**src/rtl/samp_clk_pkg.sv**
```systemverilog
package samp_clk_pkg;

   // Saturating clamp used for the rate-choice decode.
   function automatic int unsigned clamp_u(input int unsigned v, input int unsigned hi);
      return (v > hi) ? hi : v;
   endfunction

   // Terminal count for a modulus setting: the setting minus one, wrapping
   // so that a zero setting gives the largest modulus.
   function automatic int unsigned term_count(input int unsigned setting, input int unsigned width);
      int unsigned m;
      m = 1 << width;
      return (setting + m - 1) % m;
   endfunction

endpackage

```
**src/rtl/samp_clk_prescale.sv**
```systemverilog
module samp_clk_prescale #(
   parameter int NUM_STAGES = 5,
   parameter int RADIX      = 10
) (
   input  logic                  clk,
   input  logic                  rst_n,
   input  logic                  base_tick,
   output logic [NUM_STAGES:0]   ticks
);
   localparam int CW = (RADIX > 2) ? $clog2(RADIX) : 1;
   localparam logic [CW-1:0] LAST = CW'(RADIX - 1);
   localparam bit POW2 = ((RADIX & (RADIX - 1)) == 0);

   logic [CW-1:0] cnt [NUM_STAGES];

   // Enable chain: stage s fires on its input tick when its count is terminal.
   always_comb begin
      ticks[0] = base_tick;
      for (int s = 0; s < NUM_STAGES; s++) begin
         ticks[s+1] = ticks[s] && (cnt[s] == LAST);
      end
   end

   for (genvar s = 0; s < NUM_STAGES; s++) begin : g_stage
      if (POW2) begin : g_natural
         always_ff @(posedge clk or negedge rst_n) begin
            if (!rst_n)        cnt[s] <= '0;
            else if (ticks[s]) cnt[s] <= cnt[s] + 1'b1;
         end
      end else begin : g_compare
         always_ff @(posedge clk or negedge rst_n) begin
            if (!rst_n)        cnt[s] <= '0;
            else if (ticks[s]) cnt[s] <= (cnt[s] == LAST) ? '0 : cnt[s] + 1'b1;
         end
      end


      stage_range_chk: assert property (@(posedge clk) disable iff (!rst_n)
         cnt[s] <= LAST);

      stage_hold_chk: assert property (@(posedge clk) disable iff (!rst_n)
         !base_tick |=> $stable(cnt[s]));
   end

endmodule

```
**src/rtl/samp_clk_tick_sel.sv**
```systemverilog
module samp_clk_tick_sel #(
   parameter int NUM_STAGES = 5,
   parameter int SEL_W      = 3
) (
   input  logic [NUM_STAGES:0] ticks,
   input  logic [SEL_W-1:0]    sel,
   output logic                sel_tick
);
   always_comb begin
      sel_tick = 1'b0;
      for (int i = 0; i <= NUM_STAGES; i++) begin
         if (sel == SEL_W'(i)) sel_tick = ticks[i];
      end
   end
endmodule

```
**src/rtl/samp_clk_run_latch.sv**
```systemverilog
module samp_clk_run_latch (
   input  logic clk,
   input  logic rst_n,
   input  logic start_req,
   input  logic stop_req,
   output logic running
);
   always_ff @(posedge clk or negedge rst_n) begin
      if (!rst_n)         running <= 1'b0;
      else if (stop_req)  running <= 1'b0;
      else if (start_req) running <= 1'b1;
   end


   stop_wins_chk: assert property (@(posedge clk) disable iff (!rst_n)
      stop_req |=> !running);

   start_sets_chk: assert property (@(posedge clk) disable iff (!rst_n)
      start_req && !stop_req |=> running);
endmodule

```
**src/rtl/samp_clk_divider.sv**
```systemverilog
module samp_clk_divider
   import samp_clk_pkg::*;
#(
   parameter int NUM_STAGES = 5,
   parameter int SEL_W      = 3,
   parameter int MOD_W      = 4
) (
   input  logic             clk,
   input  logic             rst_n,
   input  logic             run,
   input  logic             sel_tick,
   input  logic [MOD_W-1:0] div_set,
   input  logic [SEL_W-1:0] rate_req,
   output logic [SEL_W-1:0] act_sel,
   output logic             out_tick,
   output logic             out_level
);
   logic [MOD_W-1:0] cnt;
   logic [MOD_W-1:0] act_lim;
   logic [MOD_W-1:0] next_lim;
   logic [SEL_W-1:0] next_sel;
   logic             bypass;
   logic             wrap;

   assign next_lim = MOD_W'(term_count(int'(div_set), MOD_W));
   assign next_sel = SEL_W'(clamp_u(int'(rate_req), NUM_STAGES));
   assign bypass   = (act_lim == '0);
   assign wrap     = run && sel_tick && (bypass || (cnt == act_lim));

   always_ff @(posedge clk or negedge rst_n) begin
      if (!rst_n) begin
         cnt       <= '0;
         act_lim   <= '0;
         act_sel   <= '0;
         out_tick  <= 1'b0;
         out_level <= 1'b0;
      end else if (!run) begin
         cnt       <= '0;
         act_lim   <= next_lim;
         act_sel   <= next_sel;
         out_tick  <= 1'b0;
         out_level <= 1'b0;
      end else begin
         out_tick <= wrap;
         if (wrap) begin
            cnt       <= '0;
            act_lim   <= next_lim;
            act_sel   <= next_sel;
            out_level <= 1'b1;
         end else if (sel_tick) begin
            cnt       <= cnt + 1'b1;
            out_level <= 1'b0;
         end
      end
   end


   cnt_bound_chk: assert property (@(posedge clk) disable iff (!rst_n)
      cnt <= act_lim);

   level_with_tick_chk: assert property (@(posedge clk) disable iff (!rst_n)
      out_tick |-> out_level);

   level_hold_chk: assert property (@(posedge clk) disable iff (!rst_n)
      run && !sel_tick |=> $stable(out_level));

   cfg_hold_chk: assert property (@(posedge clk) disable iff (!rst_n)
      run && !wrap |=> $stable(act_lim) && $stable(act_sel));

   idle_quiet_chk: assert property (@(posedge clk) disable iff (!rst_n)
      !run |=> !out_tick && !out_level && (cnt == '0));

   bypass_chk: assert property (@(posedge clk) disable iff (!rst_n)
      run && sel_tick && (act_lim == '0) |=> out_tick);
endmodule

```
**src/rtl/samp_clk_gen.sv**
```systemverilog
module samp_clk_gen #(
   parameter int NUM_STAGES = 5,
   parameter int RADIX      = 10,
   parameter int MOD_W      = 4,
   parameter int SEL_W      = 3
) (
   input  logic             clk,
   input  logic             rst_n,
   input  logic             base_tick,
   input  logic [SEL_W-1:0] rate_sel,
   input  logic [MOD_W-1:0] div_set,
   input  logic             start_req,
   input  logic             stop_req,
   output logic             running,
   output logic             out_tick,
   output logic             out_level
);
   if (NUM_STAGES < 1) begin : g_bad_stages
      $error("samp_clk_gen: NUM_STAGES must be at least 1");
   end
   if (RADIX < 2) begin : g_bad_radix
      $error("samp_clk_gen: RADIX must be at least 2");
   end
   if (MOD_W < 1 || MOD_W > 16) begin : g_bad_mod
      $error("samp_clk_gen: MOD_W out of range");
   end
   if ((1 << SEL_W) < NUM_STAGES + 1) begin : g_bad_sel
      $error("samp_clk_gen: SEL_W too narrow for NUM_STAGES");
   end

   logic [NUM_STAGES:0] ticks;
   logic [SEL_W-1:0]    act_sel;
   logic                sel_tick;

   samp_clk_prescale #(.NUM_STAGES(NUM_STAGES), .RADIX(RADIX)) u_prescale (
      .clk       (clk),
      .rst_n     (rst_n),
      .base_tick (base_tick),
      .ticks     (ticks)
   );

   samp_clk_tick_sel #(.NUM_STAGES(NUM_STAGES), .SEL_W(SEL_W)) u_sel (
      .ticks    (ticks),
      .sel      (act_sel),
      .sel_tick (sel_tick)
   );

   samp_clk_run_latch u_run (
      .clk       (clk),
      .rst_n     (rst_n),
      .start_req (start_req),
      .stop_req  (stop_req),
      .running   (running)
   );

   samp_clk_divider #(.NUM_STAGES(NUM_STAGES), .SEL_W(SEL_W), .MOD_W(MOD_W)) u_div (
      .clk       (clk),
      .rst_n     (rst_n),
      .run       (running),
      .sel_tick  (sel_tick),
      .div_set   (div_set),
      .rate_req  (rate_sel),
      .act_sel   (act_sel),
      .out_tick  (out_tick),
      .out_level (out_level)
   );


   sel_needs_base_chk: assert property (@(posedge clk) disable iff (!rst_n)
      sel_tick |-> base_tick);

   sel_range_chk: assert property (@(posedge clk) disable iff (!rst_n)
      act_sel <= SEL_W'(NUM_STAGES));
endmodule

```
**config.mk**
```make
export PLATFORM = sky130hd
export DESIGN_NAME = samp_clk_gen
export DESIGN_NICKNAME = d
export VERILOG_FILES = /design/src/rtl/samp_clk_pkg.sv /design/src/rtl/samp_clk_prescale.sv /design/src/rtl/samp_clk_tick_sel.sv /design/src/rtl/samp_clk_run_latch.sv /design/src/rtl/samp_clk_divider.sv /design/src/rtl/samp_clk_gen.sv
export SDC_FILE = /design/constraint.sdc
export NUM_CORES = 1
export LEC_CHECK = 0
export ABC_AREA = 1
export BUFFER_PORTS_ARGS = -buffer_cell sky130_fd_sc_hd__buf_2
export CORE_MARGIN = 3
export CORE_UTILIZATION = 63
export DETAILED_ROUTE_END_ITERATION = 10
export GPL_TIMING_DRIVEN = 0
export HOLD_SLACK_MARGIN = 0.03
export PLACE_DENSITY = 0.86
export SYNTH_ARGS = -nofsm -noshare
export SYNTH_HDL_FRONTEND = slang
export SYNTH_SLANG_ARGS = --single-unit
```
**constraint.sdc**
```tcl
create_clock -name clk -period 2.9 [get_ports clk]
set_clock_uncertainty 0.15 [all_clocks]
set_input_delay 0.145 -clock clk [delete_from_list [all_inputs] [get_ports clk]]
set_output_delay 0.145 -clock clk [all_outputs]
set_load 0.1 [all_outputs]
```
## Word-level counts from Yosys, hierarchy flattened

Cells that the tools add are included.

| cells by class | value |
|---|---|
| mux-type cells | 25 |
| magnitude comparators | 1 |
| add/subtract/negate cells | 8 |
| eq/ne operators | 13 |
| reductions and logical operators | 11 |

Operators by type and width:

| kind | count |
|---|---|
| $mux W4 | 10 |
| $add A4 B1 Y4 const B | 7 |
| $eq A4 B4 Y1 const B | 5 |
| $mux W1 | 12 |
| $mux W3 | 3 |
| $logic_and A1 B1 Y1 | 7 |
| $eq A3 B2 Y1 const B | 2 |
| $eq A3 B3 Y1 const B | 2 |
| $eq A4 B4 Y1 | 1 |
| $logic_not A4 Y1 | 1 |
| $sub A4 B1 Y4 const B | 1 |
| $eq A3 B1 Y1 const B | 1 |
| $gt A3 B3 Y1 const B | 1 |
| $logic_not A3 Y1 | 1 |
| $ne A3 B1 Y1 const B | 1 |
| $ne A2 B1 Y1 const B | 1 |
| $reduce_bool A2 Y1 | 1 |
| $logic_or A1 B1 Y1 | 1 |

| storage, ports and cells | value |
|---|---|
| input port bits | 12 |
| flip-flop bits (word level) | 34 |
| word-level logic and storage cells | 69 |

## Logic depth before layout (Yosys ltp)

| depth | value |
|---|---|
| depth after elaboration | 11 |
| depth in mapped cells | 12 |

## By module

Synthesis repeated with hierarchy kept, for this count alone.

| unflattened totals | value |
|---|---|
| cells, all modules | 249 |
| area total of the unflattened synthesis | 1975.6 um^2 |

By module, submodules not included:

| module | times used | cells each | area an instance (um^2) | seq. area each (um^2) |
|---|---|---|---|---|
| samp_clk_prescale | 1 | 136 | 1149.9 | 500.5 |
| samp_clk_divider | 1 | 91 | 708.2 | 325.3 |
| samp_clk_tick_sel | 1 | 19 | 85.1 | 0.0 |
| samp_clk_run_latch | 1 | 3 | 32.5 | 25.0 |

## Worst setup path before layout

Ideal clock, no wire load.

| timing | value |
|---|---|
| path kind | register to register |
| from | reg u_run.running |
| to | reg u_div.act_lim[0] |
| required time | 2.684 ns |
| library setup time | 0.066 ns |
| arrival | 1.760 ns |
| cell stages (with the launch flop) | 7 |
| path buffers | 0 |
| setup slack | 0.924 ns |
| cell sequence | dfrtp_1 -> inv_1 -> a21oi_2 -> nand2_8 -> nand2_8 -> nand2_1 -> nand2_1 |

| between the ends | value |
|---|---|
| word-level cells in the longest chain between the ends | 3 |
| elaborated cells on any way between the ends | 4 |

Ends and longest elaborated chain:

| item | RTL line | source |
|---|---|---|
| start: declaration | samp_clk_run_latch.sv:6 | `output logic running` |
| start signal: assignment | samp_clk_run_latch.sv:9 | `if (!rst_n) running <= 1'b0;` |
| start signal: assignment | samp_clk_run_latch.sv:10 | `else if (stop_req) running <= 1'b0;` |
| start signal: assignment | samp_clk_run_latch.sv:11 | `else if (start_req) running <= 1'b1;` |
| $logic_and A1 B1 Y1 (2 in series) | samp_clk_divider.sv:28 | `assign wrap = run && sel_tick && (bypass \|\| (cnt == act_lim));` |
| $ne A2 B1 Y1 (no source line) | n/a |  |
| end signal: assignment | samp_clk_divider.sv:39 | `act_lim <= next_lim;` |
| end signal: assignment | samp_clk_divider.sv:47 | `act_lim <= next_lim;` |
| end: declaration | samp_clk_divider.sv:19 | `logic [MOD_W-1:0] act_lim;` |

Parallel ways exist; a longest one is shown, timed or not.
A chain may end at the register's enable or synchronous reset.

## Worst setup path after layout

| timing | value |
|---|---|
| from | reg u_div.cnt[1] |
| to | reg u_div.act_lim[0] |

| between the ends | value |
|---|---|
| word-level cells in the longest chain between the ends | 4 |

Ends and longest elaborated chain:

| item | RTL line | source |
|---|---|---|
| start: declaration | samp_clk_divider.sv:18 | `logic [MOD_W-1:0] cnt;` |
| start signal: assignment | samp_clk_divider.sv:51 | `cnt <= cnt + 1'b1;` |
| $eq A4 B4 Y1 | samp_clk_divider.sv:28 |  |
| $logic_or A1 B1 Y1 | samp_clk_divider.sv:28 |  |
| $logic_and A1 B1 Y1 | samp_clk_divider.sv:28 |  |
| $ne A2 B1 Y1 (no source line) | n/a |  |

Every way passes these cells.

==> summary.txt <==
status = complete, no violations
Max-cap violations = 0
Vias = 1469
xor and xnor fraction of the mapped netlist area = 0.0756
chip width = 60.2 um
sequential area share after synthesis = 0.459
fin nets = 263
Clock transition at path regs = 0.10 ns
FF+latch count, synth = 34
CTS tree = done
grt ovf = 0
via/cell ratio = 5.25
Leak = 1.12 nW
Crit Path Max Fanout = 10
detailed placement HPWL = 2230 um
CP peak stage delay = 0.44 ns
Fillers = 204
first-pass GRT wire length = 5760 um
peak supply drop = 0.527 mV
gr usage total = 0.220
Iteration-0 DRC Markers = 42
DRT Pass-1 Iters = 4
synthesized instance count = 218
Synth Area in Adders = 0.0135
CP startpoint kind = flip-flop
FF/Latch Area = 851 sq um
Seq pwr share = 0.528
combinational share of power = 0.270
slowest stage cell on the critical path = dfrtp_1
Worst Path Required = 2.97 ns
Final min period = 1.71 ns
area of the multi-input gates = 866 sq um
clk root buf = clkbuf_4
CP most frequent cell = nand2_1
WL per Instance = 12.4 um
switching part of the total = 0.350
CP Data Arrival Time = 1.79 ns
initial antenna violation count = 0
Syn Nets = 232
RSZ-0062 raised after global routing = false
pre-CTS setup slack = 1.22 ns
critical-path cell list = inv_1, nand2_1, nand2_1, a21oi_1, nand2_1, a21oi_2, nand2_8, nand3_1, nand2_1
share of cells above drive strength 1 = 0.197
clock sinks = 34
YS warnings = 0
# port buffers = 14
hold crit path type = in -> reg
Routed WL = 3460 um
synthesis-to-finish area growth = 13.7%
final hold violation count = 0
period utilisation layout = 0.590
n_diodes = 0
antenna-violating nets left = 0
Vert. Die Dim = 60.2 um
Least-Margin Pin Slew = 0.728 ns
Ports = 15
Initial Util = 0.666
largest family of logic cells by synthesized area = simple AND/OR/NAND/NOR gates
Syn Area/Cell = 8.50 sq um
Cell Area, Synth = 1850 sq um
Final Hold Slack = 0.0748 ns
Relative slew margins = 0.515
Setup TNS Final = 0 ns
Worst Setup Slack, final = 1.19 ns
NetSw = 0.000407 W
fin area = 2110 sq um
f_max = 0.584 GHz
die area = 3630 sq um
critical path endpoint category = flip-flop
Setup Crit Path Kind = reg -> reg
gpl congestion = 0.805
core area = 2780 sq um
htree depth = 2
pwr/cell area = 551 nW/um^2
post-synthesis compound-gate area fraction = 0.0709
Max Slew Vio Count = 0
CTS Buf Count = 5
drt drc = 0
cell row count = 19
clock latency on the worst-skew pair = 0.33 ns
multiplexer share of the synthesized area = 0
setup violators final = 0
Clock Tree Buf Depth = 2
Power Internal = 0.000755 W
Core Util, Final = 0.758
vias in the first global route = 1408
pin count of the biggest net entering global routing = 35
dpl cell area = 1960 sq um
Synth Area in Simple Gates = 0.307
Clock power frac = 0.202
Yosys cell types = 32
flip-flops by register name (all words and copies together) (netlist names):
name,flops
u_div.out_level,1
u_div.act_sel,3
u_prescale.cnt,20
u_div.out_tick,1
u_div.cnt,4
u_run.running,1
u_div.act_lim,4
critical path, delay by kind of cell (launching register included):
family / cells / cell delay, ns
buffers and inverters: 1 / 0.08
flip-flops: 1 / 0.44
AND/OR/NAND/NOR: 6 / 0.53
AO/OA/AOI/OAI: 2 / 0.41
routing by layer:
metal | up-vias | global-route usage | routed length, um
met3 | 15 | 0.0734 | 124
li1 | 747 | - | -
met1 | 677 | 0.247 | 1450
met4 | 0 | 0.136 | 138
met2 | 30 | 0.358 | 1750
met5 | - | 0 | 0
final cells by class:
class                   instances  share of cell area
plain buffers                   1             0.00178
clock buffers                   7              0.0214
multi-input cells             148               0.411
flip-flops and latches         34               0.404
well taps                      31              0.0184
repair buffers                 24              0.0808
inverters                      35              0.0629
logic make-up after synthesis:
family | after synthesis
AO/OA/AOI/OAI | 23
XOR/XNOR | 16
adder cells (fa/ha/maj) | 2
buffers and inverters | 36
flip-flops | 34
AND/OR/NAND/NOR | 107
synthesized netlist by cell type (all sizes together):
cell type   n  area share
clkbuf      1      0.0020
nor3        3      0.0081
nand3      17       0.055
and3        1      0.0034
a21oi       6       0.018
o21a        1      0.0041
o22ai       2      0.0068
xor2       15       0.071
a21o        1      0.0041
a21boi      1      0.0041
nand3b      1      0.0041
clkinv      1      0.0027
nand2      59        0.15
o21ai      11       0.030
xnor2       1      0.0047
inv        34       0.069
o31ai       1      0.0041
dfrtp      34        0.46
ha          2       0.014
nand4       4       0.014
nor2       22       0.072
placed cells by master (no fill, tap or decap), drive strengths merged, types with 2 or more instances in the layout:
cell type | Yosys | layout
o21ai | 11 | 11
inv | 34 | 34
dfrtp | 34 | 34
nand4 | 4 | 4
ha | 2 | 2
nand2 | 59 | 59
nor2 | 22 | 22
buf | 0 | 14
nand3 | 17 | 17
nor3 | 3 | 3
dlygate4sd3 | 0 | 10
clkbuf | 1 | 8
o22ai | 2 | 2
xor2 | 15 | 15
a21oi | 6 | 6
power by group through the flow:
stage / combinational [W] / clock [W] / sequential (W)
2_1_floorplan: 0.000234 / 0 / 0.000620
3_3_place_gp: 0.000287 / 0 / 0.000620
3_5_place_dp: 0.000300 / 0 / 0.000621
4_1_cts: 0.000314 / 0.000244 / 0.000612
5_1_grt: 0.000352 / 0.000264 / 0.000627
6_report: 0.000314 / 0.000235 / 0.000613
what timing repair did:
action | in CTS | in global routing
hold buffers | 10 | 0
hold endpoints to repair | 44 | 0
gates resized for setup | 0 | 0
buffers inserted | 0 | 0
through the flow:
step	total power, W	std cells
after floorplan	0.000854	218
after global placement	0.000906	263
after detailed placement	0.000921	263
after CTS	0.00117	280
after global routing	0.00124	280
final	0.00116	280
path summary, 6_finish.rpt:
path	startpoint	endpoint	slack [ns]	cells past startpoint
min in group asynchronous	rst_n	u_div.cnt[1]	0.25	2
setup reg to reg	u_div.cnt[1]	u_div.act_lim[0]	1.19	9
hold reg to reg	u_prescale.cnt[19]	u_prescale.cnt[19]	0.33	1
setup / recovery	u_div.cnt[1]	u_div.act_lim[0]	1.19	9
hold / removal	div_set[1]	u_div.act_lim[3]	0.07	5
max in group asynchronous	rst_n	u_div.act_sel[1]	1.88	2
Note: power is estimated with default switching activity, not from simulation.
